<file path="src/rtl/runstate_pkg.sv">
package runstate_pkg;

  typedef enum logic [1:0] {
    ST_RESET = 2'd0,
    ST_RUN   = 2'd1,
    ST_CLEAR = 2'd2,
    ST_PAUSE = 2'd3
  } runCode_t;

  // strobes from control to the register datapath
  typedef struct packed {
    logic cfgLoad;
    logic cfgClear;
  } cfgStrobe_t;

endpackage

</file>
<file path="src/rtl/runStateCtrl.sv">
module runStateCtrl
  import runstate_pkg::*;
#(
  parameter int          ADDR_W     = 8,
  parameter int          SETTLE     = 4,
  parameter logic [7:0]  STATE_ADDR = 8'h00,
  parameter logic [7:0]  SRST_ADDR  = 8'h04
) (
  input  logic              clk,
  input  logic              rstN,
  input  logic              wrEn,
  input  logic [ADDR_W-1:0] wrAddr,
  input  logic [1:0]        wrCode,
  output runCode_t          curState,
  output logic              stateValid,
  output logic              engineEnable,
  output logic              engineFlush,
  output cfgStrobe_t        strobe
);

  localparam int CNT_W = $clog2(SETTLE + 1);

  runCode_t         pendState;
  logic [CNT_W-1:0] settleCnt;
  logic             clearArmed;
  logic             armNext;
  logic             acceptWr;
  runCode_t         target;
  logic             flushQ;
  logic             stateWr;
  logic             srstWr;
  runCode_t         code;

  assign stateValid = (settleCnt == CNT_W'(0));
  assign stateWr    = wrEn && (wrAddr == ADDR_W'(STATE_ADDR)) && stateValid;
  assign srstWr     = wrEn && (wrAddr == ADDR_W'(SRST_ADDR)) && wrCode[0];
  assign code       = runCode_t'(wrCode);

  always_comb begin
    acceptWr = 1'b0;
    target   = curState;
    armNext  = clearArmed;
    if (stateWr) begin
      armNext = 1'b0;
      case (code)
        ST_RESET: begin
          if (curState != ST_PAUSE) begin
            acceptWr = 1'b1;
            target   = ST_RESET;
          end
        end
        ST_RUN, ST_PAUSE: begin
          acceptWr = 1'b1;
          target   = code;
        end
        default: begin
          if (curState == ST_PAUSE) begin
            if (clearArmed) begin
              acceptWr = 1'b1;
              target   = ST_RESET;
            end else begin
              armNext = 1'b1;
            end
          end
        end
      endcase
    end
  end

  always_ff @(posedge clk or negedge rstN) begin
    if (!rstN) begin
      curState   <= ST_RESET;
      pendState  <= ST_RESET;
      settleCnt  <= '0;
      clearArmed <= 1'b0;
      flushQ     <= 1'b0;
    end else if (srstWr) begin
      curState   <= ST_RESET;
      pendState  <= ST_RESET;
      settleCnt  <= '0;
      clearArmed <= 1'b0;
      flushQ     <= 1'b1;
    end else begin
      flushQ     <= 1'b0;
      clearArmed <= armNext;
      if (acceptWr) begin
        pendState <= target;
        settleCnt <= CNT_W'(SETTLE);
      end else if (settleCnt != CNT_W'(0)) begin
        settleCnt <= settleCnt - CNT_W'(1);
        if (settleCnt == CNT_W'(1)) begin
          curState <= pendState;
          flushQ   <= (pendState == ST_RESET) && (curState != ST_RESET);
        end
      end
    end
  end

  assign engineEnable    = (curState == ST_RUN) && stateValid;
  assign engineFlush     = flushQ;
  assign strobe.cfgLoad  = stateWr;
  assign strobe.cfgClear = srstWr;

endmodule

</file>
<file path="src/rtl/runStateRegs.sv">
module runStateRegs
  import runstate_pkg::*;
#(
  parameter int          ADDR_W     = 8,
  parameter int          DATA_W     = 32,
  parameter int          CFG_W      = 13,
  parameter logic [7:0]  STATE_ADDR = 8'h00,
  parameter logic [7:0]  VER_ADDR   = 8'h08,
  parameter logic [31:0] VERSION    = 32'h2002_0001
) (
  input  logic              clk,
  input  logic              rstN,
  input  cfgStrobe_t        strobe,
  input  logic [CFG_W-1:0]  cfgIn,
  input  logic [ADDR_W-1:0] rdAddr,
  input  runCode_t          curState,
  input  logic              stateValid,
  output logic [DATA_W-1:0] rdData
);

  localparam int CFG_LSB = 3;
  localparam int CFG_MSB = CFG_LSB + CFG_W - 1;

  logic [CFG_W-1:0] cfgQ;

  always_ff @(posedge clk or negedge rstN) begin
    if (!rstN)               cfgQ <= '0;
    else if (strobe.cfgClear) cfgQ <= '0;
    else if (strobe.cfgLoad)  cfgQ <= cfgIn;
  end

  always_comb begin
    rdData = '0;
    if (rdAddr == ADDR_W'(STATE_ADDR)) begin
      rdData[CFG_MSB:CFG_LSB] = cfgQ;
      rdData[2]               = stateValid;
      rdData[1:0]             = curState;
    end else if (rdAddr == ADDR_W'(VER_ADDR)) begin
      rdData = DATA_W'(VERSION);
    end
  end

endmodule

</file>
<file path="src/rtl/runStateCore.sv">
module runStateCore
  import runstate_pkg::*;
#(
  parameter int          ADDR_W     = 8,
  parameter int          DATA_W     = 32,
  parameter int          CFG_W      = 13,
  parameter int          SETTLE     = 4,
  parameter logic [7:0]  STATE_ADDR = 8'h00,
  parameter logic [7:0]  SRST_ADDR  = 8'h04,
  parameter logic [7:0]  VER_ADDR   = 8'h08,
  parameter logic [31:0] VERSION    = 32'h2002_0001
) (
  input  logic              clk,
  input  logic              rstN,
  input  logic              regWrEn,
  input  logic [ADDR_W-1:0] regAddr,
  input  logic [DATA_W-1:0] regWrData,
  output logic [DATA_W-1:0] regRdData,
  output logic              engineEnable,
  output logic              engineFlush
);

  runCode_t   curState;
  logic       stateValid;
  cfgStrobe_t strobe;
  logic       unusedBits;

  assign unusedBits = &{1'b0, regWrData[DATA_W-1:CFG_W+3], regWrData[2]};

  runStateCtrl #(
    .ADDR_W(ADDR_W), .SETTLE(SETTLE),
    .STATE_ADDR(STATE_ADDR), .SRST_ADDR(SRST_ADDR)
  ) u_ctrl (
    .clk(clk), .rstN(rstN),
    .wrEn(regWrEn), .wrAddr(regAddr), .wrCode(regWrData[1:0]),
    .curState(curState), .stateValid(stateValid),
    .engineEnable(engineEnable), .engineFlush(engineFlush),
    .strobe(strobe)
  );

  runStateRegs #(
    .ADDR_W(ADDR_W), .DATA_W(DATA_W), .CFG_W(CFG_W),
    .STATE_ADDR(STATE_ADDR), .VER_ADDR(VER_ADDR), .VERSION(VERSION)
  ) u_regs (
    .clk(clk), .rstN(rstN), .strobe(strobe),
    .cfgIn(regWrData[CFG_W+2:3]), .rdAddr(regAddr),
    .curState(curState), .stateValid(stateValid),
    .rdData(regRdData)
  );

endmodule

</file>
<file path="config.mk">
export PLATFORM = sky130hd
export DESIGN_NAME = runStateCore
export DESIGN_NICKNAME = d
export VERILOG_FILES = /design/src/rtl/runstate_pkg.sv /design/src/rtl/runStateCtrl.sv /design/src/rtl/runStateRegs.sv /design/src/rtl/runStateCore.sv
export SDC_FILE = /design/constraint.sdc
export NUM_CORES = 1
export LEC_CHECK = 0
export ABC_AREA = 1
export CAP_MARGIN = 20
export CORE_MARGIN = 3
export CORE_UTILIZATION = 41
export CTS_BUF_LIST = sky130_fd_sc_hd__clkbuf_8
export DETAILED_ROUTE_END_ITERATION = 10
export GPL_TIMING_DRIVEN = 0
export PLACE_DENSITY = 0.86
export SLEW_MARGIN = 40
export SYNTH_ARGS = -nofsm -noshare
export SYNTH_HDL_FRONTEND = slang
export SYNTH_SLANG_ARGS = --single-unit
</file>
<file path="constraint.sdc">
create_clock -name clk -period 1.7 [get_ports clk]
set_input_delay 0.17 -clock clk [delete_from_list [all_inputs] [get_ports clk]]
set_output_delay 0.17 -clock clk [all_outputs]
set_load 0.05 [all_outputs]
</file>
==> results of run 1 <==
## final cells by class
class                      instances  area (um2)  share of cell area
timing repair buffer              58         574               0.243
sequential                        22         551               0.233
buffer                            19         169              0.0714
inverter                          30         120              0.0508
tap                               46        57.6              0.0243
multi-input combinational        124         838               0.354
clock buffer                       4        55.1              0.0233
## worst min path at each step
| stage | startpoint | to | slack (ns) |
|---|---|---|---|
| after floorplan | rstN | u_ctrl.clearArmed$_DFFE_PN0P_ | -0.13 |
| after global placement | regWrEn | u_regs.cfgQ[2]$_DFFE_PN0P_ | 0.47 |
| after detailed placement | rstN | u_regs.cfgQ[2]$_DFFE_PN0P_ | 0.15 |
| after CTS | regWrEn | u_regs.cfgQ[12]$_DFFE_PN0P_ | 0.21 |
| after global routing | regWrEn | u_regs.cfgQ[12]$_DFFE_PN0P_ | 0.22 |
| final | regWrEn | u_regs.cfgQ[12]$_DFFE_PN0P_ | 0.22 |
## per-layer routing
| metal | share of wire | GRT usage | up-vias |
|---|---|---|---|
| li1 | - | - | 700 |
| met1 | 0.39 | 0.189 | 626 |
| met2 | 0.51 | 0.271 | 62 |
| met3 | 0.091 | 0.0371 | 4 |
| met4 | 0.0074 | 0.0835 | 0 |
| met5 | 0 | 0 | - |
## through the flow
stage / instances / setup TNS (ns) / total power [mW]
floorplan: 196 / -0.0443 / 1.03
global placement: 286 / -13.24 / 1.15
detailed placement: 286 / -13.80 / 1.18
CTS: 297 / -0.0102 / 1.64
global route: 303 / -0.00189 / 1.80
finish: 303 / 0 / 1.68
## power breakdown
group | leakage [nW] | switching, mW | total, mW | internal, mW
combinational | 0.997 | 0.382 | 0.669 | 0.287
sequential | 0.238 | 0.0485 | 0.644 | 0.596
clock | 0.0288 | 0.164 | 0.370 | 0.206
## cells by family (layout without fill, tap and decap cells)
kind of cell | Yosys count | count (layout) | synth area share
other | 1 | 14 | 0.00245
AOI/OAI and AO/OA | 26 | 26 | 0.113
and+or+nand+nor | 81 | 81 | 0.315
buffers and inverters | 50 | 111 | 0.185
adders and majority gates | 3 | 3 | 0.0246
DFF | 22 | 22 | 0.360
## layout by cell type (no fill, tap or decap), types with 2 or more instances in the layout
cell type,netlist,layout
a21oi_1,5,5
buf_12,1,2
buf_2,1,8
buf_4,15,27
buf_6,1,11
buf_8,1,3
clkbuf_8,0,4
clkdlybuf4s50_1,0,16
conb_1,1,14
dfrtp_1,22,22
dlymetal6s2s_1,0,7
ha_1,3,2
inv_1,28,25
inv_2,1,3
nand2_1,20,19
nand2_2,2,2
nand2_4,2,3
nand3_1,13,13
nand3_2,10,10
nor2_1,21,10
nor2_2,1,8
nor2_4,3,7
nor3_1,3,2
nor3_4,1,2
o21ai_0,9,9
o21ai_2,9,9
## state kept, by name (all words and copies together), names as in the netlist
name / cells
u_ctrl.clearArmed: 1
u_ctrl.curState: 2
u_ctrl.engineFlush: 1
u_ctrl.pendState: 2
u_ctrl.settleCnt: 3
u_regs.cfgQ: 13
## cell usage after synthesis (2+ instances only)
cell type and number:
inv_1 28, dfrtp_1 22, nor2_1 21, nand2_1 20, buf_4 15, nand3_1 13
nand3_2 10, o21ai_0 9, o21ai_2 9, a21oi_1 5, ha_1 3, nor2_4 3
nor3_1 3, nand2_2 2, nand2_4 2
## worst reg2reg max path, stage by stage, from the launching register on
cell and delay [ns]:
dfrtp_1 0.41, inv_2 0.09, ha_4 0.13, inv_2 0.04, nor2_4 0.11, buf_4 0.18
nand3_2 0.12, nand2_4 0.12, buf_12 0.15, o21ai_2 0.06
## repair_timing
item,4_1_cts,5_1_grt
resized for setup,126,36
setup buffers,6,6
setup endpoints to repair,28,17
cloned,0,1
hold buffers,1,0
hold endpoints to repair,22,0
pin swaps,6,9
==> flow_metrics.py, run 1 <==
metrics = {
    "clock_network": {
        "path_clk_slew_ns": 0.07,
        "clock_latency_ns": 0.26,
        "cts_tree": "yes",
        "cts.sinks": 22,
        "h-tree-depth": 1,
        "cts_root_buffer": "clkbuf_8",
        "clk_path_buf_depth": 2,
        "cts_buffers": 3,
    },
    "power": {
        "ir_drop_uv": 484,
        "p_leak_nw": 1.26,
        "powerDensity_nw_per_um2": 712,
    },
    "setup_path": {
        "critPathLaunch": "u_ctrl.settleCnt[0]$_DFFE_PN0P_",
        "crit_buf_inv": 4,
        "worst_setup_path_start_kind": "flop",
        "crit_path_frequent_cell": "inv_2",
        "worstSetupPathType": "flop to output pin",
        "r2r-start": "u_ctrl.settleCnt[0]$_DFFE_PN0P_",
        "worst_setup_path_end_kind": "output pin",
        "critical_path.endpoint": "engineEnable",
        "crit_fanout": 3,
        "worst-path-stages": 7,
        "worstPathCellList": "inv_2 -> ha_4 -> inv_2 -> nor2_4 -> inv_4 -> nor3_4 -> buf_6",
        "cp_slowest_stage_delay_ns": 0.41,
        "worstPathRequired_ns": 1.53,
        "crit_arrival_ns": 1.43,
        "rr_endpoint": "u_regs.cfgQ[7]$_DFFE_PN0P_",
        "reg2reg_depth": 9,
        "critPathSlowestCell": "dfrtp_1",
        "worst_path_dominant_cell_family": "flip-flops",
        "r2r_slack_ns": 0.18,
    },
    "yosys": {
        "synth.avg_cell_area_um2": 8.36,
        "synth_warnings": 0,
        "async_flop_share": 1.00,
        "synth_top_area_cell": "dfrtp_1",
        "syn_area_um2": 1530,
        "yosys.cell_types.count": 33,
        "ys_dominant_reg_cell": "dfrtp_1",
        "yosysSeqAreaShare": 0.360,
        "synthTopCellsByArea": "dfrtp_1 (36%), buf_4 (7.4%), inv_1 (6.9%)",
        "syn_inst": 183,
        "synth_seq_cells": 22,
        "yosysTopAreaCellShare": 0.360,
        "synth_edf_count": 0,
    },
    "run_status": {
        "outcome": "finished clean",
    },
    "route": {
        "drt_iter0_markers": 95,
        "drc": 0,
        "vias": 1392,
        "drtAntennaViolNets": 0,
        "drt-total-wl_um": 3670,
        "dr.pass1.iters": 4,
        "wl_per_cell_um": 12.1,
        "vias_per_cell": 4.59,
    },
    "placed_design": {
        "gp_congestion": 0.799,
        "dp_hpwl_um": 2450,
        "portBuffers": 44,
        "postPlaceCellArea_um2": 2100,
        "dpl_worst_slack_ns": -0.865,
    },
    "final_layout": {
        "antennaDiodeCount": 0,
        "num-fill-cells": 269,
        "drive_above_1_share": 0.416,
        "area_growth_pct": 54.7,
        "nNetsFinal": 304,
        "final_design_area_no_fill_um2": 2360,
        "final_util": 0.682,
    },
    "hold_path": {
        "min_path_type": "input port to flop",
        "worstHoldPathCells": 3,
    },
    "timing": {
        "setup-violations-final": 0,
        "period_share": 0.944,
        "slew_violations": 0,
        "fin_worst_skew_ns": 0.00454,
        "worst_slack_ns": 0.0957,
        "hold_slack_ns": 0.223,
        "fmax_mhz": 623,
        "final_hold_viol_count": 0,
        "min_period_ns": 1.60,
    },
    "floorplan": {
        "chipWidth_um": 67.1,
        "num_rows": 21,
        "num_io_pins": 77,
        "start_util": 0.441,
        "core-area_um2": 3470,
        "die_y_um": 67.1,
        "die_area_um2": 4500,
    },
    "grt": {
        "grt-ovfl-total": 0,
        "grt_util_all_layers": 0.161,
        "antenna_found_initial": 0,
        "first_global_vias": 1269,
        "grt_max_degree": 23,
        "grt_pass1_wl_um": 5490,
    },
    "run": {
        "drv_cap": 0,
    },
}
No activity file was read; power rests on OpenSTA's default activity.
==> run 2: changes to the inputs <==
ABC_AREA = default   (was 1)
CORE_UTILIZATION = 38   (was 41)
==> run 2 against run 1 <==
Effect of this change: the run now ends with negative setup slack left; register-to-register slack worse by 0.45 ns; critical path depth down 1; highest routed layer unchanged; hold slack better by 0.12 ns; global-route usage up 2.0 points; clock skew down 0.0029 ns; sequential share of layout area up 1.8 points; synthesized cell count down 32%; worst setup slack worse by 0.37 ns; critical endpoint is now u_regs.cfgQ[1]$_DFFE_PN0P_; combinational power up 8.4%; routed wire length down 1.8%.
==> flow_metrics.py, run 2 <==
metrics = {
    "power": {
        "comb_power_share": 0.421,
        "p_clk_frac": 0.181,
        "intPower_mw": 1.12,
        "seqPwrFrac": 0.399,
        "ir_drop_uv": 676,
        "swShare": 0.350,
        "p_leak_nw": 1.07,
        "powerDensity_nw_per_um2": 784,
        "switching_power_mw": 0.603,
    },
    "yosys": {
        "ys_dominant_reg_cell": "dfrtp_1",
        "synthTopCellsByArea": "dfrtp_1 (43%), a22o_1 (9.0%), buf_4 (8.9%)",
        "synth_edf_count": 0,
        "yosys.cell_types.count": 36,
        "syn_inst": 124,
        "yosysSeqAreaShare": 0.434,
        "synth_top_area_cell": "dfrtp_1",
        "synth_warnings": 0,
        "async_flop_share": 1.00,
        "syn_area_um2": 1270,
        "synth_seq_cells": 22,
        "ys_top_cells_by_count": "dfrtp_1 (22), and2_1 (15), buf_4 (15)",
        "yosysTopAreaCellShare": 0.434,
        "synth.avg_cell_area_um2": 10.2,
        "synth.most_common_cell": "dfrtp_1",
    },
    "final_layout": {
        "num-fill-cells": 230,
        "top_regs": "u_regs.cfgQ: 13 flops, u_ctrl.settleCnt: 3 flops",
        "regMostFlops": "u_regs.cfgQ",
        "final_util": 0.702,
        "drive_above_1_share": 0.488,
        "area_growth_pct": 73.2,
        "antennaDiodeCount": 0,
        "final_common_cell": "buf_4",
        "largest_reg_flops": 13,
        "nNetsFinal": 251,
        "final_cell_mix": "buf_4 (30), dfrtp_1 (22), clkdlybuf4s50_1 (18)",
    },
    "timing": {
        "worst_slack_ns": -0.270,
        "final_hold_viol_count": 0,
        "slew_violations": 0,
        "fmax_mhz": 508,
        "worstMarginPinSlew_ns": 0.682,
        "relSlewSlack": 0.541,
        "period_share": 1.16,
        "tns_ns": -4.40,
        "setup-violations-final": 30,
        "rsz0062_at_grt": "yes",
        "fin_worst_skew_ns": 0.00164,
        "min_period_ns": 1.97,
        "hold_slack_ns": 0.340,
    },
    "setup_path": {
        "crit_fanout": 5,
        "cp_slowest_stage_delay_ns": 0.48,
        "worstSetupPathType": "flop to flop",
        "crit_arrival_ns": 2.11,
        "worstPathCellList": "inv_2 -> ha_4 -> or3b_4 -> a2111o_1 -> buf_4 -> a22o_1",
        "worst_setup_path_end_kind": "flop",
        "worst_setup_path_start_kind": "flop",
        "critPathSlowestCell": "a2111o_1",
        "critPathLaunch": "u_ctrl.settleCnt[1]$_DFFE_PN0P_",
        "r2r-start": "u_ctrl.settleCnt[1]$_DFFE_PN0P_",
        "worstPathRequired_ns": 1.84,
        "reg2reg_depth": 6,
    },
    "grt": {
        "grt_pass1_wl_um": 5860,
        "grt-ovfl-total": 0,
        "antenna_found_initial": 0,
        "grt_max_degree": 23,
        "grt_util_all_layers": 0.181,
        "first_global_vias": 1259,
    },
    "route": {
        "drt_iter0_markers": 28,
        "wl_per_cell_um": 14.6,
        "vias_per_cell": 4.89,
        "drt-total-wl_um": 3600,
        "vias": 1207,
        "drtAntennaViolNets": 0,
        "drc": 0,
        "dr.pass1.iters": 4,
    },
    "floorplan": {
        "num_rows": 20,
        "die_y_um": 63.8,
        "num_io_pins": 77,
        "die_area_um2": 4070,
        "start_util": 0.406,
        "core-area_um2": 3130,
        "chipWidth_um": 63.8,
    },
    "hold_path": {
        "worstHoldPathCells": 3,
        "min_path_type": "input port to flop",
        "min_from": "regAddr[2]",
    },
    "clock_network": {
        "h-tree-depth": 1,
        "clk_path_buf_depth": 2,
        "cts_root_buffer": "clkbuf_8",
        "path_clk_slew_ns": 0.07,
        "cts_tree": "yes",
        "cts.sinks": 22,
        "cts_buffers": 3,
        "clock_latency_ns": 0.26,
    },
    "run": {
        "drv_cap": 0,
    },
    "placed_design": {
        "dp_hpwl_um": 2480,
        "portBuffers": 45,
        "gp_congestion": 0.740,
    },
    "run_status": {
        "outcome": "finished, violations left",
        "violations": "negative setup slack",
    },
}
-- run 2: cell type report --
type,instances,area (um2),area share
well taps,44,55.1,0.0251
flip-flops and latches,22,551,0.251
multi-input cells,90,721,0.328
repair buffers,64,651,0.296
clock buffers,3,41.3,0.0188
inverters,5,18.8,0.00854
plain buffers,19,160,0.0729
-- run 2: logic make-up after synthesis --
family,after synthesis,share of synthesized area
xor gates and xnor gates,1,0.00690
and+or+nand+nor,43,0.209
muxes,1,0.00789
AOI/OAI and AO/OA,28,0.178
adders and majority gates,3,0.0296
other,1,0.00296
buffers and inverters,25,0.132
DFF,22,0.434
-- run 2: worst paths after layout --
check                                            endpoint  slack, ns
hold / removal               u_ctrl.engineFlush$_DFF_PN0_       0.34
hold reg to reg                u_regs.cfgQ[0]$_DFFE_PN0P_       0.51
min in group asynchronous  u_ctrl.curState[0]$_DFFE_PN0P_       0.41
setup / recovery               u_regs.cfgQ[1]$_DFFE_PN0P_      -0.27
setup reg to reg               u_regs.cfgQ[1]$_DFFE_PN0P_      -0.27
max in group asynchronous     u_regs.cfgQ[11]$_DFFE_PN0P_       0.95
-- run 2: what timing repair did --
item	4_1_cts	5_1_grt
setup endpoints to repair	40	37
buffers inserted	9	6
resized for setup	164	25
hold buffers	1	0
pin swaps	18	5
endpoints found under the hold margin	22	0
cloned	2	1
-- run 2: metrics by stage --
stage / setup WS (ns) / total power [mW] / cell area [um2] / std cells
finish: -0.270 / 1.72 / 2200 / 247
global route: -0.301 / 1.82 / 2200 / 247
CTS: -0.275 / 1.61 / 2080 / 240
detailed placement: -1.46 / 1.19 / 1880 / 226
global placement: -1.41 / 1.14 / 1880 / 226
floorplan: -0.260 / 1.03 / 1380 / 137
-- run 2: worst max-delay path: cells and delay by family, from the launching register on --
kind            cells  cell delay [ns]
buf+inv             2             0.28
flops               1             0.41
simple gates        1             0.36
fa+ha+maj           1             0.13
compound gates      2             0.69
-- run 2: power by group through the flow --
stage | Sequential [mW] | Combinational (mW) | Clock, mW
detailed placement | 0.688 | 0.502 | 0
floorplan | 0.666 | 0.359 | 0
global route | 0.695 | 0.780 | 0.343
finish | 0.687 | 0.725 | 0.311
CTS | 0.679 | 0.617 | 0.319
global placement | 0.679 | 0.462 | 0
-- run 2: layer usage --
metal  GRT usage  routed length [um]
met1       0.216                1420
met2       0.319                1860
met3      0.0264                 260
met4      0.0809                  59
met5           0                   0
